## config.mk

```make
export PLATFORM = sky130hd
export DESIGN_NAME = opmac_top
export DESIGN_NICKNAME = d
export VERILOG_FILES = /design/src/rtl/opmac_pkg.sv /design/src/rtl/opmac_mul.sv /design/src/rtl/opmac_opsel.sv /design/src/rtl/opmac_addsub.sv /design/src/rtl/opmac_top.sv
export SDC_FILE = /design/constraint.sdc
export NUM_CORES = 2
export LEC_CHECK = 0
export BUFFER_PORTS_ARGS = -buffer_cell sky130_fd_sc_hd__buf_2
export CORE_MARGIN = 1
export CORE_UTILIZATION = 58
export CTS_BUF_LIST = sky130_fd_sc_hd__clkbuf_4 sky130_fd_sc_hd__clkbuf_8
export DETAILED_ROUTE_END_ITERATION = 12
export PLACE_DENSITY = 0.82
export SLEW_MARGIN = 10
export SYNTH_ARGS = -nofsm -noshare
export SYNTH_HDL_FRONTEND = slang
export SYNTH_SLANG_ARGS = --single-unit
```

## constraint.sdc

```tcl
create_clock -name clk -period 14.75 [get_ports clk]
set_input_delay 2.95 -clock clk [delete_from_list [all_inputs] [get_ports clk]]
set_output_delay 2.95 -clock clk [all_outputs]
set_load 0.1 [all_outputs]
```

## src/rtl/opmac_pkg.sv

```systemverilog
package opmac_pkg;

    localparam int OPM_A_W   = 25;
    localparam int OPM_B_W   = 18;
    localparam int OPM_P_W   = 48;
    localparam int OPM_SHIFT = 17;

    typedef enum logic [1:0] {
        XS_ZERO = 2'b00,
        XS_MUL  = 2'b01,
        XS_ACC  = 2'b10,
        XS_AB   = 2'b11
    } xsel_e;

    typedef enum logic [1:0] {
        YS_ZERO = 2'b00,
        YS_MUL  = 2'b01,
        YS_ONES = 2'b10,
        YS_C    = 2'b11
    } ysel_e;

    typedef enum logic [2:0] {
        ZS_ZERO    = 3'b000,
        ZS_CASC    = 3'b001,
        ZS_ACC     = 3'b010,
        ZS_C       = 3'b011,
        ZS_ACC_EXT = 3'b100,
        ZS_CASC_SH = 3'b101,
        ZS_ACC_SH  = 3'b110,
        ZS_BAD     = 3'b111
    } zsel_e;

    typedef struct packed {
        zsel_e z;
        ysel_e y;
        xsel_e x;
    } mode_t;

    // A mode is rejected when the product halves are split across X and Y,
    // when Z uses its reserved code, or when the extension code is paired
    // with anything but Y=ones, X=zero.
    function automatic logic mode_bad(mode_t m);
        logic split_mul;
        logic ext_bad;
        split_mul = (m.x == XS_MUL) ^ (m.y == YS_MUL);
        ext_bad   = (m.z == ZS_ACC_EXT) && !((m.y == YS_ONES) && (m.x == XS_ZERO));
        return split_mul || ext_bad || (m.z == ZS_BAD);
    endfunction

endpackage

```

## src/rtl/opmac_mul.sv

```systemverilog
module opmac_mul
    import opmac_pkg::*;
#(
    parameter int A_W = OPM_A_W,
    parameter int B_W = OPM_B_W,
    parameter int P_W = OPM_P_W
) (
    input  logic [A_W-1:0] a,
    input  logic [B_W-1:0] b,
    output logic [P_W-1:0] pp_hi,
    output logic [P_W-1:0] pp_lo
);
    localparam int PR_W = A_W + B_W;
    localparam int HALF = P_W / 2;

    logic signed [PR_W-1:0] prod;
    logic        [P_W-1:0]  prod_ext;

    always_comb begin
        prod     = $signed(a) * $signed(b);
        prod_ext = {{(P_W-PR_W){prod[PR_W-1]}}, prod};
    end

    // Two partial terms whose sum is the full product: upper half and lower half.
    assign pp_hi = {prod_ext[P_W-1:HALF], {HALF{1'b0}}};
    assign pp_lo = {{(P_W-HALF){1'b0}}, prod_ext[HALF-1:0]};

endmodule

```

## src/rtl/opmac_opsel.sv

```systemverilog
module opmac_opsel
    import opmac_pkg::*;
#(
    parameter int P_W   = OPM_P_W,
    parameter int SHIFT = OPM_SHIFT
) (
    input  mode_t          mode,
    input  logic [P_W-1:0] pp_hi,
    input  logic [P_W-1:0] pp_lo,
    input  logic [P_W-1:0] acc,
    input  logic [P_W-1:0] ab,
    input  logic [P_W-1:0] c,
    input  logic [P_W-1:0] pcin,
    output logic [P_W-1:0] xo,
    output logic [P_W-1:0] yo,
    output logic [P_W-1:0] zo,
    output logic           illegal
);
    logic [P_W-1:0] casc_sh;
    logic [P_W-1:0] acc_sh;

    assign casc_sh = P_W'($signed(pcin) >>> SHIFT);
    assign acc_sh  = P_W'($signed(acc) >>> SHIFT);

    always_comb begin
        case (mode.x)
            XS_ZERO: xo = '0;
            XS_MUL:  xo = pp_hi;
            XS_ACC:  xo = acc;
            XS_AB:   xo = ab;
            default: xo = '0;
        endcase
    end

    always_comb begin
        case (mode.y)
            YS_ZERO: yo = '0;
            YS_MUL:  yo = pp_lo;
            YS_ONES: yo = '1;
            YS_C:    yo = c;
            default: yo = '0;
        endcase
    end

    always_comb begin
        case (mode.z)
            ZS_ZERO:    zo = '0;
            ZS_CASC:    zo = pcin;
            ZS_ACC:     zo = acc;
            ZS_C:       zo = c;
            ZS_ACC_EXT: zo = acc;
            ZS_CASC_SH: zo = casc_sh;
            ZS_ACC_SH:  zo = acc_sh;
            default:    zo = '0;
        endcase
    end

    assign illegal = mode_bad(mode);

endmodule

```

## src/rtl/opmac_addsub.sv

```systemverilog
module opmac_addsub
    import opmac_pkg::*;
#(
    parameter int P_W = OPM_P_W
) (
    input  logic [P_W-1:0] xo,
    input  logic [P_W-1:0] yo,
    input  logic [P_W-1:0] zo,
    input  logic           sub,
    output logic [P_W-1:0] res
);
    logic [P_W-1:0] xy;

    always_comb begin
        xy  = xo + yo;
        res = sub ? (zo - xy) : (zo + xy);
    end

endmodule

```

## src/rtl/opmac_top.sv

```systemverilog
module opmac_top
    import opmac_pkg::*;
#(
    parameter int A_W   = OPM_A_W,
    parameter int B_W   = OPM_B_W,
    parameter int P_W   = OPM_P_W,
    parameter int SHIFT = OPM_SHIFT
) (
    input  logic           clk,
    input  logic           rst,
    input  logic           ce,
    input  logic [A_W-1:0] a,
    input  logic [B_W-1:0] b,
    input  logic [P_W-1:0] c,
    input  logic [P_W-1:0] pcin,
    input  logic [6:0]     mode,
    input  logic           sub,
    output logic [P_W-1:0] p,
    output logic [P_W-1:0] pcout,
    output logic           illegal
);
    localparam int AB_W = A_W + B_W;

    mode_t          m;
    logic [P_W-1:0] pp_hi, pp_lo, ab, xo, yo, zo, res;
    logic [P_W-1:0] p_q;

    assign m = mode_t'(mode);

    always_comb begin
        ab           = '0;
        ab[AB_W-1:0] = {a, b};
    end

    opmac_mul #(.A_W(A_W), .B_W(B_W), .P_W(P_W)) u_mul (
        .a(a), .b(b), .pp_hi(pp_hi), .pp_lo(pp_lo)
    );

    opmac_opsel #(.P_W(P_W), .SHIFT(SHIFT)) u_sel (
        .mode(m), .pp_hi(pp_hi), .pp_lo(pp_lo), .acc(p_q), .ab(ab),
        .c(c), .pcin(pcin), .xo(xo), .yo(yo), .zo(zo), .illegal(illegal)
    );

    opmac_addsub #(.P_W(P_W)) u_add (
        .xo(xo), .yo(yo), .zo(zo), .sub(sub), .res(res)
    );

    always_ff @(posedge clk) begin
        if (rst)
            p_q <= '0;
        else if (ce && !illegal)
            p_q <= res;
    end

    assign p     = p_q;
    assign pcout = p_q;

    // reset clears the accumulator regardless of ce
    assert_rst_clear_R10: assert property (@(posedge clk) rst |=> (p == '0));

    // no update without clock enable
    assert_ce_hold_R10: assert property (@(posedge clk) disable iff (rst)
        !ce |=> $stable(p));

    // flagged modes leave the accumulator untouched
    assert_illegal_hold_R9: assert property (@(posedge clk) disable iff (rst)
        (ce && illegal) |=> $stable(p));

    // product halves split across X and Y must be flagged
    assert_split_mul_R8: assert property (@(posedge clk) disable iff (rst)
        ((mode[1:0] == 2'b01) != (mode[3:2] == 2'b01)) |-> illegal);

    // reserved Z code and misused extension code must be flagged
    assert_zcode_R8: assert property (@(posedge clk) disable iff (rst)
        ((mode[6:4] == 3'b111) || ((mode[6:4] == 3'b100) && (mode[3:0] != 4'b1000))) |-> illegal);

    // Z=P plus zero operands, adding, leaves P unchanged
    assert_acc_idle_R3: assert property (@(posedge clk) disable iff (rst)
        (ce && !sub && mode == 7'b0100000) |=> $stable(p));

endmodule

```

==> Word-level counts from Yosys, hierarchy flattened <==
Index checks and enable logic that the tools add are counted.
Widths: inputs -> output; s select.
{ "word_totals": {"word_cells": 33, "ff_bits": 48, "out_inout_bits": 97} }
{ "op_classes": {"n_reduce_logical": 10, "multipliers": 1, "addsub": 3, "n_mux": 4, "eq_ne": 13, "n_bitwise": 1} }
{ "op_table": {"columns": ["operator", "count"], "rows": [
  ["$pmux 48 s4", 2],
  ["$pmux 48 s5", 1],
  ["$add 48x48->48", 2],
  ["$mux 48", 1],
  ["$sub 48x48->48", 1],
  ["$mul 25x18->43", 1],
  ["$eq 3x3->1 const B", 4],
  ["$eq 2x2->1 const B", 4],
  ["$eq 3x2->1 const B", 2],
  ["$eq 2x1->1 const B", 2],
  ["$logic_not 2->1", 2],
  ["$eq 3x1->1 const B", 1],
  ["$logic_and 1x1->1", 3],
  ["$logic_not 1->1", 2],
  ["$logic_or 1x1->1", 2],
  ["$reduce_or 2->1", 1],
  ["$xor 1x1->1", 1]
]} }

==> Longest topological paths before layout <==
{ "logic_depth": {"depth_word": 8, "depth_mapped": 55, "ltp_nobuf": 52} }

==> By module <==
Synthesis repeated with hierarchy kept, for this count alone.
{ "unflattened": {"cells_unflattened": 3644, "hier_area_um2": 29389.4} }
{ "by_module_without_submodules": {"columns": ["module", "area_per_inst_um2", "n_inst", "seq_area_each_um2", "cells_each"], "rows": [
  ["opmac_mul", 16234.3, 1, 0.0, 1837],
  ["opmac_addsub", 6910.4, 1, 0.0, 997],
  ["opmac_opsel", 3642.2, 1, 0.0, 543],
  ["opmac_top", 2602.5, 1, 960.9, 267]
]} }

==> Worst setup path before layout <==
OpenSTA, ideal clock, no wires.
{ "synth_path": {"kind": "input to register", "startpoint": "input port a[10]", "endpoint": "register p_q[47], in the netlist p[47]", "path_buffers": 3, "setup_ns": 0.123, "stages": 51, "arrival_ns": 13.853, "setup_slack_ns": 0.774, "path_cell_list": "clkbuf_1 -> clkbuf_1 -> nand2_1 -> fa_1 -> fa_1 -> fa_1 -> fa_1 -> inv_1 -> fa_1 -> inv_1 -> fa_1 -> inv_1 -> ha_1 -> and2_1 -> a221o_1 -> a221o_1 -> a21oi_1 -> nor2b_1 -> [... 15 more ...] -> and2b_2 -> nand2_1 -> nor2_1 -> nor2_1 -> xor2_1 -> ha_1 -> and4_1 -> a221o_1 -> a2111oi_0 -> a21oi_1 -> o21ai_0 -> nor2b_1 -> o21ai_1 -> a221o_1 -> a21oi_1 -> xnor2_1 -> mux2i_1 -> a21oi_1"} }
{ "synth_between": {"elab_chain_len": 5} }
{ "synth_lines": {"columns": ["element", "line_no", "rtl"], "rows": [
  ["from (decl)", "opmac_top.sv:12", "input logic [A_W-1:0] a,"],
  ["$mul 25x18->43", "opmac_mul.sv:20", "prod = $signed(a) * $signed(b);"],
  ["$pmux 48 s4, on equally long branches", "opmac_opsel.sv:36, opmac_opsel.sv:26", null],
  ["$add 48x48->48 (*)", "opmac_addsub.sv:15", "xy = xo + yo;"],
  ["$add 48x48->48 or $sub 48x48->48 (tied branches)", "opmac_addsub.sv:16", "res = sub ? (zo - xy) : (zo + xy);"],
  ["$mux 48 (*)", "opmac_addsub.sv:16", null],
  ["to (signal assigned)", "opmac_top.sv:52", "p_q <= res;"],
  ["to (decl)", "opmac_top.sv:26", "logic [P_W-1:0] p_q;"]
]} }
Mark *: on every way between the ends. The rest lies on a longest branch, timed or not.
A chain may end at the register's enable or synchronous reset.

==> Final worst setup path <==
{ "layout_path": {"startpoint": "input port a[6]", "endpoint": "register p_q[47], in the netlist p[47]"} }
Same word-level chain as after synthesis.

==> impl_metrics.env <==
export IMPL_timing_final_crit_period_ns=14.13
export IMPL_r2r_end="p[47]"
export IMPL_arrival_ns=14.37
export IMPL_clkSlewWorstSetupHoldPaths_ns=0.12
export IMPL_hpwl_um=75200
export IMPL_firstDrtPassIters=10
export IMPL_synth_top_area_cell="fa_1"
export IMPL_crit_required_ns=14.99
export IMPL_met1_usage=0.518
export IMPL_rows=79
export IMPL_overflow=0
export IMPL_async_reset_ff_frac=0
export IMPL_fmax_mhz=70.8
export IMPL_dieWidth_um=220
export IMPL_synthFlopType="dfxtp_1"
export IMPL_grt_pass1_vias=25466
export IMPL_busiest_layer="met2"
export IMPL_synth_cells=3502
export IMPL_track_usage=0.389
export IMPL_drv_cap=0
export IMPL_syn_cell_area_um2=27600
export IMPL_cts_tree="done"
export IMPL_drive_gt1_frac=0.117
export IMPL_min_period_over_period=0.958
export IMPL_synth_seq_cells=48
export IMPL_start_util=0.591
export IMPL_worstSetupEndpoint="p[47]"
export IMPL_synth_most_common_cell="inv_1"
export IMPL_synth_common_cells="inv_1 (543), fa_1 (443), nand2_1 (409), a21oi_1 (246), ha_1 (202)"
export IMPL_vias_per_cell=6.11
export IMPL_wl_um=92000
export IMPL_rsz0062_at_grt="no"
export IMPL_synthesis_nets=4297
export IMPL_clock_latency_ns=0.37
export IMPL_grt_max_degree=68
export IMPL_grt_antenna_before_repair=7
export IMPL_setup_tns_ns=0
export IMPL_use_met3=0.0845
export IMPL_vias=25708
export IMPL_violations="DRC"
export IMPL_postPlaceCellArea_um2=29100
export IMPL_hold_class="reg -> reg"
export IMPL_clock_sinks=48
export IMPL_post_cts_buffers=0
export IMPL_remaining_drc_errors=10
export IMPL_reg2reg_depth=32
export IMPL_ctsRootBufferMaster="clkbuf_8"
export IMPL_cp_end_kind="flip-flop"
export IMPL_fin_nets=4391
export IMPL_drt_first_iter_violations=2748
export IMPL_setup_viol=0
export IMPL_largest_reg_flops=48
export IMPL_cp_max_fo=10
export IMPL_synth_top_area_frac=0.321
export IMPL_fin_area_um2=29300
export IMPL_slowest_stage="fa_1"
export IMPL_synth_edf_count=0
export IMPL_cts_htree_levels=2
export IMPL_die_h_um=220
export IMPL_max_slew_margin_rel=0.391
export IMPL_synthDistinctLibCells=104
export IMPL_worstSetupPathType="in -> reg"
export IMPL_dieArea_um2=48500
export IMPL_drv_slew=0
export IMPL_setup_worst_path_start_class="input pin"
export IMPL_clk_path_buf_depth=2
export IMPL_wl_per_cell_um=21.9
export IMPL_slowest_delay_ns=0.55
export IMPL_outcome="complete, but fails checks"
export IMPL_cts_buffers=5
export IMPL_area_growth_pct=6.01
export IMPL_tightest_slew_ns=0.910
export IMPL_synth_area_leaders="fa_1 (32%), ha_1 (9.1%), inv_1 (7.4%)"
export IMPL_r2r_start="p[0]"
export IMPL_yosys_warnings=0
export IMPL_hold_viol=0
export IMPL_fin_skew_ns=0.0134
export IMPL_io_buffers=246
export IMPL_grt_util_met2=0.599
export IMPL_syn_area_per_cell_um2=7.89
export IMPL_place_congestion=1.03
export IMPL_crit_start="a[6]"
export IMPL_ant_nets=0
export IMPL_fill_cells=4179
export IMPL_io_pins=247
export IMPL_worst_path_most_repeated_cell="fa_1"
export IMPL_grt_pass1_wl_um=144000
export IMPL_seq_area_frac_synth=0.0348
export IMPL_rrSetupSlack_ns=7.31
export IMPL_placeableCoreArea_um2=46800
## cell families after synthesis
family / after synthesis / share of synthesized area
AND/OR/NAND/NOR: 1063 / 0.187
buffers and inverters: 793 / 0.119
AO/OA/AOI/OAI: 726 / 0.171
adder cells (fa/ha/maj): 645 / 0.412
XOR/XNOR: 162 / 0.0519
multiplexers: 65 / 0.0237
flip-flops: 48 / 0.0348
## routing by layer
| layer | up-vias | part of all wire |
|---|---|---|
| met5 | - | 0.00058 |
| met4 | 8 | 0.055 |
| met3 | 283 | 0.11 |
| met2 | 1496 | 0.44 |
| met1 | 12437 | 0.39 |
| li1 | 11484 | - |
## critical path, delay by kind of cell
kind	cells	cell delay, ns
buffers and inverters	6	0.55
multiplexers	1	0.22
AND/OR/NAND/NOR	10	1.62
XOR/XNOR	4	0.79
adder cells (fa/ha/maj)	9	4.11
AO/OA/AOI/OAI	17	4.09
## worst min path at each step
stage               depth (start not counted)   from     to
CTS                                         2   p[5]   p[5]
finish                                      2  p[16]  p[16]
detailed placement                          2   p[5]   p[5]
global route                                2  p[16]  p[16]
global placement                            2  p[16]  p[16]
floorplan                                   2  p[15]  p[15]
## repair_timing
action	CTS	global route
hold buffers	0	0
gates resized for setup	0	23
endpoints found under the setup margin	0	3
## metrics by stage
stage,setup WS [ns],hold WS (ns),utilization,cells
final,0.623,0.594,0.626,4208
after global routing,0.0280,0.595,0.626,4206
after CTS,0.496,0.586,0.624,4204
after detailed placement,0.182,0.571,0.622,4196
after global placement,0.273,0.570,0.622,4196
after floorplan,0.774,0.911,-,3502
## layout by cell type (no fill, tap or decap), types with 48 or more instances in the layout
cell       n
a21o_1    65
a21oi_1  244
and2_1   198
buf_2    245
buf_4     89
dfxtp_1   48
fa_1     443
ha_1     200
inv_1    543
mux2i_1   61
nand2_1  407
nor2_1   176
nor2b_1   53
o21ai_0  121
xnor2_1  106
xor2_1    53
## cell type report
cell class	count	area, µm²	area share
antenna	4	10.0	0.000342
clock buffer	5	68.8	0.00235
clock inverter	3	47.5	0.00162
inverter	545	2050	0.0698
multi-input combinational	2661	23500	0.802
sequential	48	961	0.0328
tap	607	759	0.0259
timing repair buffer	335	1900	0.0649
Power is left out: the tool's default activity adds up to more than one toggle a clock period on the data nets, which glitch-free logic cannot reach.
